### config.mk
export PLATFORM = sky130hd
export DESIGN_NAME = activity_watchdog
export DESIGN_NICKNAME = d
export VERILOG_FILES = /design/src/rtl/wdog_pkg.sv /design/src/rtl/wdog_regs.sv /design/src/rtl/wdog_downcount.sv /design/src/rtl/wdog_rst_stretch.sv /design/src/rtl/activity_watchdog.sv
export SDC_FILE = /design/constraint.sdc
export NUM_CORES = 1
export LEC_CHECK = 0
export ABC_CLOCK_PERIOD_IN_PS = 2800
export BUFFER_PORTS_ARGS = -buffer_cell sky130_fd_sc_hd__buf_2
export CAP_MARGIN = 20
export CORE_UTILIZATION = 45
export DETAILED_ROUTE_END_ITERATION = 10
export GPL_ROUTABILITY_DRIVEN = 0
export PLACE_DENSITY = 0.66
export SLEW_MARGIN = 20
export SYNTH_ARGS = -nofsm -noshare
export SYNTH_HDL_FRONTEND = slang
export SYNTH_SLANG_ARGS = --single-unit
### constraint.sdc
create_clock -name clk -period 2.8 [get_ports clk]
set_input_delay 0.7 -clock clk [delete_from_list [all_inputs] [get_ports clk]]
set_output_delay 0.7 -clock clk [all_outputs]
set_load 0.005 [all_outputs]
### src/rtl/wdog_pkg.sv
package wdog_pkg;
  localparam int ADDR_W = 2;

  typedef enum logic [ADDR_W-1:0] {
    REG_CTRL = 2'd0,
    REG_TMO  = 2'd1,
    REG_STAT = 2'd2,
    REG_NONE = 2'd3
  } reg_addr_e;
endpackage

### src/rtl/wdog_regs.sv
module wdog_regs
  import wdog_pkg::*;
#(
  parameter int DATA_W   = 16,
  parameter int TMO_W    = 16,
  parameter int TMO_INIT = 1000
) (
  input  logic              clk,
  input  logic              rst,
  input  logic [ADDR_W-1:0] bus_addr,
  input  logic [DATA_W-1:0] bus_wdata,
  input  logic              bus_we,
  output logic [DATA_W-1:0] bus_rdata,
  input  logic              expire,
  input  logic              pulse_on,
  output logic              en,
  output logic              start,
  output logic              kill,
  output logic [TMO_W-1:0]  tmo,
  output logic              irq_flag
);
  logic wr_ctrl, wr_tmo, wr_stat;

  assign wr_ctrl = bus_we && (bus_addr == REG_CTRL);
  assign wr_tmo  = bus_we && (bus_addr == REG_TMO);
  assign wr_stat = bus_we && (bus_addr == REG_STAT);
  assign start   = wr_ctrl && bus_wdata[0] && !en;
  assign kill    = wr_ctrl && !bus_wdata[0];

  always_ff @(posedge clk) begin
    if (rst) begin
      en       <= 1'b0;
      tmo      <= TMO_W'(TMO_INIT);
      irq_flag <= 1'b0;
    end else begin
      if (wr_ctrl) en <= bus_wdata[0];
      if (wr_tmo)  tmo <= bus_wdata[TMO_W-1:0];
      if (kill)
        irq_flag <= 1'b0;
      else if (expire)
        irq_flag <= 1'b1;
      else if (wr_stat && bus_wdata[0])
        irq_flag <= 1'b0;
    end
  end

  always_ff @(posedge clk) begin
    if (rst) begin
      bus_rdata <= '0;
    end else begin
      unique case (bus_addr)
        REG_CTRL: bus_rdata <= DATA_W'(en);
        REG_TMO:  bus_rdata <= DATA_W'(tmo);
        REG_STAT: bus_rdata <= DATA_W'({pulse_on, irq_flag});
        default:  bus_rdata <= '0;
      endcase
    end
  end
endmodule

### src/rtl/wdog_downcount.sv
module wdog_downcount #(
  parameter int TMO_W = 16
) (
  input  logic             clk,
  input  logic             rst,
  input  logic             en,
  input  logic             start,
  input  logic             activity,
  input  logic [TMO_W-1:0] tmo,
  output logic             expire
);
  logic [TMO_W-1:0] count;
  logic             reload;

  assign reload = start || (en && activity);
  assign expire = en && !reload && (count == '0);

  always_ff @(posedge clk) begin
    if (rst)
      count <= '0;
    else if (reload || expire)
      count <= tmo;
    else if (en)
      count <= count - 1'b1;
  end
endmodule

### src/rtl/wdog_rst_stretch.sv
module wdog_rst_stretch #(
  parameter int PULSE_CYC = 16
) (
  input  logic clk,
  input  logic rst,
  input  logic trigger,
  input  logic kill,
  output logic pulse
);
  localparam int CW = (PULSE_CYC > 2) ? $clog2(PULSE_CYC) : 1;

  logic [CW-1:0] left;

  always_ff @(posedge clk) begin
    if (rst || kill) begin
      pulse <= 1'b0;
      left  <= '0;
    end else if (trigger) begin
      pulse <= 1'b1;
      left  <= CW'(PULSE_CYC - 1);
    end else if (pulse) begin
      if (left == '0)
        pulse <= 1'b0;
      else
        left <= left - 1'b1;
    end
  end
endmodule

### src/rtl/activity_watchdog.sv
module activity_watchdog
  import wdog_pkg::*;
#(
  parameter int DATA_W    = 16,
  parameter int TMO_W     = 16,
  parameter int TMO_INIT  = 1000,
  parameter int PULSE_CYC = 16
) (
  input  logic              clk,
  input  logic              rst,
  input  logic [ADDR_W-1:0] bus_addr,
  input  logic [DATA_W-1:0] bus_wdata,
  input  logic              bus_we,
  output logic [DATA_W-1:0] bus_rdata,
  input  logic              activity,
  output logic              irq,
  output logic              sys_rst_out
);
  logic             en, start, kill, expire, irq_flag, pulse;
  logic [TMO_W-1:0] tmo;

  wdog_regs #(
    .DATA_W(DATA_W), .TMO_W(TMO_W), .TMO_INIT(TMO_INIT)
  ) u_regs (
    .clk(clk), .rst(rst),
    .bus_addr(bus_addr), .bus_wdata(bus_wdata), .bus_we(bus_we),
    .bus_rdata(bus_rdata),
    .expire(expire), .pulse_on(pulse),
    .en(en), .start(start), .kill(kill), .tmo(tmo), .irq_flag(irq_flag)
  );

  wdog_downcount #(.TMO_W(TMO_W)) u_count (
    .clk(clk), .rst(rst), .en(en), .start(start),
    .activity(activity), .tmo(tmo), .expire(expire)
  );

  wdog_rst_stretch #(.PULSE_CYC(PULSE_CYC)) u_stretch (
    .clk(clk), .rst(rst),
    .trigger(expire && irq_flag), .kill(kill), .pulse(pulse)
  );

  assign irq         = irq_flag;
  assign sys_rst_out = pulse;
endmodule

[After elaboration in Yosys (flattened, before gate mapping)]
Index checks and enable logic that the tools add are counted.
Storage, ports and cells
  input port bits: 22
  output and inout port bits: 18
  flip-flop bits (word level): 55
  word-level logic and storage cells: 48
Operators by class
  mux-type cells: 11
  eq/ne operators: 3
  add/sub/neg operators: 2
  reduce and logical (&&, ||, !) cells: 25
Operators by type and width (number)
  $pmux W16 S3: 1
  $mux W16: 2
  $logic_not A16 Y1: 1
  $sub A16 B1 Y16 const B: 1
  $mux W4: 3
  $logic_and A1 B1 Y1: 11
  $reduce_bool A2 Y1: 3
  $mux W1: 5
  $logic_not A4 Y1: 1
  $sub A4 B1 Y4 const B: 1
  $logic_not A1 Y1: 3
  $logic_or A1 B1 Y1: 3
  $eq A2 B1 Y1 const B: 1
  $eq A2 B2 Y1 const B: 1
  $logic_not A2 Y1: 1
  $ne A2 B1 Y1 const B: 1
  $reduce_and A2 Y1: 1
  $reduce_or A2 Y1: 1

[Logic depth before layout (Yosys ltp)]
  word-level depth: 11
  mapped depth: 8

[Cells and area by module]
From an unflattened synthesis, not the netlist that was laid out.
Second synthesis, totals
  cell total of the unflattened synthesis: 288
  area, all modules: 2580.0 um^2
Modules (own cells, without submodules)
  wdog_regs: sequential area each 680.7 um^2, cells each 122, area an instance 1164.9 um^2, instances 1
  wdog_downcount: sequential area each 320.3 um^2, cells each 137, area an instance 1129.8 um^2, instances 1
  wdog_rst_stretch: sequential area each 100.1 um^2, cells each 28, area an instance 279.0 um^2, instances 1
  activity_watchdog: sequential area each 0.0 um^2, cells each 1, area an instance 6.3 um^2, instances 1

[Least setup slack after synthesis]
Ideal clock, no wire load.
  path kind: input-to-reg
  start point: input port bus_addr[1]
  end point: register u_count.count[6]
  arrival time: 1.759 ns
  stages: 5
  buffers on the path: 1
  data required time: 2.708 ns
  slack: 0.949 ns
  path through: nor3b_1 a21o_1 buf_2 a21oi_1 o32ai_1
Between the ends
  longest elaborated chain between the ends: 10
  elaborated cells between the ends (all ways): 11
  classes of those cells: 1 x mux; 10 x reduce/logical
Ends and longest elaborated chain
  start, declared: line activity_watchdog.sv:11  | input logic [ADDR_W-1:0] bus_addr,
  $logic_not A2 Y1 (*): line wdog_regs.sv:24  | assign wr_ctrl = bus_we && (bus_addr == REG_CTRL);
  $logic_and A1 B1 Y1 (*): line wdog_regs.sv:24
  $logic_and A1 B1 Y1 (*) (2 in a row): line wdog_regs.sv:27  | assign start = wr_ctrl && bus_wdata[0] && !en;
  $logic_or A1 B1 Y1 (*): line wdog_downcount.sv:15  | assign reload = start || (en && activity);
  $logic_not A1 Y1: line wdog_downcount.sv:16  | assign expire = en && !reload && (count == '0);
  $logic_and A1 B1 Y1 (2 in a row): line wdog_downcount.sv:16
  $logic_or A1 B1 Y1 (*): line wdog_downcount.sv:21  | else if (reload || expire)
  $mux W16 or $reduce_bool A2 Y1 (tied branches)
  end signal, assigned: line wdog_downcount.sv:22  | count <= tmo;
  end signal, assigned: line wdog_downcount.sv:24  | count <= count - 1'b1;
  end, declared: line wdog_downcount.sv:12  | logic [TMO_W-1:0] count;
Every way passes the cells marked *; elsewhere a longest branch is shown, timed or not.
A chain may end at the register's enable or synchronous reset.

[Final worst setup path]
  start point: register u_count.count[4]
  end point: register u_count.count[8]
Between the ends
  longest elaborated chain between the ends: 4
  elaborated cells between the ends (all ways): 7
  classes of those cells: 1 x add/sub; 2 x mux; 4 x reduce/logical
Ends and longest elaborated chain
  parallel branches: the longest is 4 deep, another holds $sub A16 B1 Y16
Several ways; the timed one is not identified. The select of a mux whose other input is x is not followed.

==> flow_summary.rst <==
.. list-table::
   :header-rows: 1

   * - Metric
     - Value
   * - Antenna violations before repair
     - 0
   * - Final core utilization
     - 54.0%
   * - First DRT Iteration DRCs
     - 108
   * - Run status
     - finished clean
   * - Routed via count
     - 2175
   * - Fraction of met2 tracks used by global routing
     - 33.0%
   * - GR met1 Demand/Resource
     - 25.9%
   * - Synth area leaders
     - sky130_fd_sc_hd__dfxtp_1, sky130_fd_sc_hd__nand2_1, sky130_fd_sc_hd__a21oi_1
   * - Final total negative setup slack
     - 0 ns
   * - Proportion of synthesized flip-flops having asynchronous set or reset
     - 0%
   * - Residual overflow from global routing
     - 0
   * - CTS H-tree lvls
     - 2
   * - TritonCTS buffer count
     - 5
   * - Ys Warns
     - 0
   * - Headroom to the max-slew limit
     - 42.4%
   * - Minimum period implied by the final worst setup slack
     - 2.27 ns
   * - Die area
     - 5780 µm²
   * - Worst Max-Slew Pin Slew
     - 0.864 ns
   * - Horizontal extent of the die
     - 76.0 µm
   * - Total Routing Usage GR
     - 20.1%
   * - Number of diodes
     - 0
   * - Wire length of the first global-routing pass
     - 9340 µm
   * - Internal cell power
     - 1.13 mW
   * - Die Y-Extent
     - 76.0 µm
   * - Number of failing setup endpoints in the final timing report
     - 0
   * - Clock-pin transition on the worst setup and hold timing paths
     - 0.11 ns
   * - Placement-stage worst setup slack
     - 0.337 ns
   * - Max-cap violation count
     - 0
   * - Maximum resistive drop on vdd
     - 0.000382 V
   * - Most repeated library cell on the critical path
     - sky130_fd_sc_hd__o21ai_2
   * - Floorplan row count
     - 26
   * - DRC violations left
     - 0
   * - Fraction of the yosys area taken by sequential cells
     - 44.6%
   * - Antenna Violating Nets Remaining
     - 0
   * - Met3 track utilization from global routing
     - 4.19%
   * - Synth top area share
     - 44.6%
   * - Total clock sinks
     - 55
   * - Core area
     - 5200 µm²
   * - Hpwl dp
     - 3760 µm
   * - Required time of the critical path
     - 3.01 ns
   * - RSZ-0062 raised after global routing
     - no
   * - Number of synthesized register bits
     - 55
   * - Power density normalized to cell area
     - 570 nW/µm²
   * - Largest buffer count on any clock path
     - 2
   * - Setup slack after layout
     - 0.533 ns
   * - Net switching power
     - 471 µW
   * - Number of optimization iterations in the first detailed-route pass
     - 4
   * - Placed standard-cell area
     - 2710 µm²
   * - Routed wire length
     - 5550 µm
   * - Syn Inst Count
     - 287
   * - Startpoint class of the critical path
     - register
   * - Number of instances resized during post-cts repair
     - 0
   * - Fraction of the cycle the final worst path needs
     - 81.0%
   * - Sequential group share of total power
     - 52.8%
   * - Total of buffers placed on input and output ports
     - 39
   * - Number of nets produced by synthesis
     - 312
   * - Post-Layout Inst Area
     - 2810 µm²
   * - Clock network latency to the later pin of the worst-skew pair
     - 0.31 ns
   * - Cell variety after synth
     - 54
   * - Most area-hungry cell type in the Yosys netlist
     - sky130_fd_sc_hd__dfxtp_1
   * - Largest stage delay on the critical path
     - 0.73 ns
   * - Area of the multi-input gates
     - 1260 µm²
   * - Peak clock frequency supported by timing
     - 441 MHz
   * - Storage cell area
     - 1100 µm²
   * - Netlist Area Pre-Place
     - 2470 µm²
   * - Root buf cell
     - sky130_fd_sc_hd__clkbuf_8
   * - Final Hold Fails
     - 0
   * - Predominant post-synthesis flop cell
     - sky130_fd_sc_hd__dfxtp_1
   * - CP Cell Sequence
     - nor3_4, nand4b_2, o21ai_2, o21ai_2, a311o_1
   * - Via count of the first global-routing pass
     - 2004
   * - Reported leakage power
     - 1.20 nW
   * - Switching power share of the total
     - 29.4%
   * - Mean Syn Cell Area
     - 8.60 µm²
   * - Net count reported at finish
     - 347
   * - Startpoint-to-endpoint class of the critical path
     - register to register
   * - Worst hold path type
     - register to register
   * - EDFF count, synth
     - 0
   * - FILL cells
     - 501
   * - Largest net degree at the start of global routing
     - 29
   * - Cell with the largest stage delay on the worst path
     - sky130_fd_sc_hd__o21ai_2
   * - Maximum fanout count along the critical path
     - 20
   * - Post-CTS Repair Setup Buffers
     - 0
   * - Post-cts hold buffer count
     - 0
   * - Crit. End Element
     - register
   * - Clock power share
     - 30.1%
   * - TritonCTS clock tree
     - yes
   * - Number of max-slew violations in the final report
     - 0
   * - Data arrival at the endpoint of the critical path
     - 2.48 ns
   * - Average detailed-routed wire length per instance
     - 14.1 µm
   * - Setup skew after layout
     - 0.0108 ns
   * - Layout cell share with drive strength beyond 1
     - 19.8%
   * - Via/cell ratio
     - 5.53
   * - Area growth from synthesis to layout
     - 14.0%
   * - Logic pwr share
     - 17.1%
   * - Initial core utilization
     - 47.4%
   * - Number of top-level pins
     - 40
   * - Layer with the highest usage
     - met2
   * - Overall power after layout
     - 1.60 mW
==> per-layer routing <==
metal	up-vias	share of wire, %	wire (µm)
met5	-	0	0
met4	0	1.8	100
met3	10	6.0	332
met2	67	45	2510
met1	1002	47	2610
li1	1096	-	-
==> stage by stage <==
| step | cells | hold slack, ns |
|---|---|---|
| floorplan | 287 | 0.439 |
| global placement | 385 | 0.448 |
| detailed placement | 385 | 0.456 |
| CTS | 393 | 0.471 |
| global route | 393 | 0.501 |
| finish | 393 | 0.473 |
==> cell families after synthesis <==
| kind of cell | count (synthesis) | synth area share (%) |
|---|---|---|
| adders and majority gates | 3 | 1.52 |
| buffers and inverters | 24 | 4.36 |
| and+or+nand+nor | 135 | 29.9 |
| xor gates and xnor gates | 3 | 1.07 |
| muxes | 1 | 0.406 |
| DFF | 55 | 44.6 |
| AOI/OAI and AO/OA | 66 | 18.1 |
==> worst max-delay path: cells and delay by family (launching register included) <==
kind | cells | cell delay, ns
DFF | 1 | 0.39
and+or+nand+nor | 2 | 0.56
AOI/OAI and AO/OA | 3 | 1.21
==> registers in the layout (all words and copies together), names as in the netlist <==
signal / cells
u_stretch.left: 4
u_stretch.pulse: 1
u_regs.bus_rdata: 16
u_count.count: 16
u_regs.en: 1
u_regs.irq_flag: 1
u_regs.tmo: 16
==> power by group through the flow <==
stage	Clock [mW]	Combinational [mW]	Sequential, mW
floorplan	0	0.203	0.857
global placement	0	0.269	0.864
detailed placement	0	0.271	0.864
CTS	0.491	0.273	0.846
global route	0.532	0.310	0.852
finish	0.483	0.274	0.847
==> final cells by class <==
| class | instances | share of cell area, % |
|---|---|---|
| clock buffer | 6 | 2.94 |
| clock inverter | 2 | 0.712 |
| inverter | 9 | 1.20 |
| multi-input combinational | 208 | 44.9 |
| sequential | 55 | 39.1 |
| tap | 70 | 3.11 |
| timing repair buffer | 43 | 8.01 |
==> cells in the mapped netlist, types with 3 or more instances <==
cell type and instances:
sky130_fd_sc_hd__a21oi_1 28, sky130_fd_sc_hd__a22oi_1 3, sky130_fd_sc_hd__a2bb2oi_1 3, sky130_fd_sc_hd__a31oi_1 8
sky130_fd_sc_hd__and3_1 16, sky130_fd_sc_hd__clkbuf_1 11, sky130_fd_sc_hd__dfxtp_1 55, sky130_fd_sc_hd__ha_1 3
sky130_fd_sc_hd__inv_1 9, sky130_fd_sc_hd__nand2_1 51, sky130_fd_sc_hd__nand3_1 18, sky130_fd_sc_hd__nor2_1 13
sky130_fd_sc_hd__nor2b_1 3, sky130_fd_sc_hd__nor3_1 3, sky130_fd_sc_hd__nor3b_1 3, sky130_fd_sc_hd__o21ai_1 4
sky130_fd_sc_hd__or3_1 6
==> path summary, 6_finish.rpt <==
path / startpoint / to / slack (ns) / depth (start not counted)
setup / recovery: u_count.count[4]$_SDFFE_PP0P_ / u_count.count[8]$_SDFFE_PP0P_ / 0.53 / 5
setup reg to reg: u_count.count[4]$_SDFFE_PP0P_ / u_count.count[8]$_SDFFE_PP0P_ / 0.53 / 5
hold / removal: u_regs.tmo[12]$_SDFFE_PP0P_ / u_regs.tmo[12]$_SDFFE_PP0P_ / 0.47 / 2
hold reg to reg: u_regs.tmo[12]$_SDFFE_PP0P_ / u_regs.tmo[12]$_SDFFE_PP0P_ / 0.47 / 2
==> placed cells by master (no fill, tap or decap), drive strengths merged, types with 2 or more instances in the layout <==
master and count:
and2 2, nand3 18, a2bb2oi 3, o32ai 2
a311o 2, ha 3, a22oi 3, and3 16
nor3b 4, dfxtp 55, nor4 4, inv 10
nor2 13, nand3b 2, a21oi 29, xnor2 2
and4 2, o21ai 7, nand4b 3, nor3 5
nand2b 2, clkbuf 6, nand2 51, or3 6
nor2b 3, buf 43, a21o 2, a31oi 8
No activity file was read; power rests on OpenSTA's default activity.
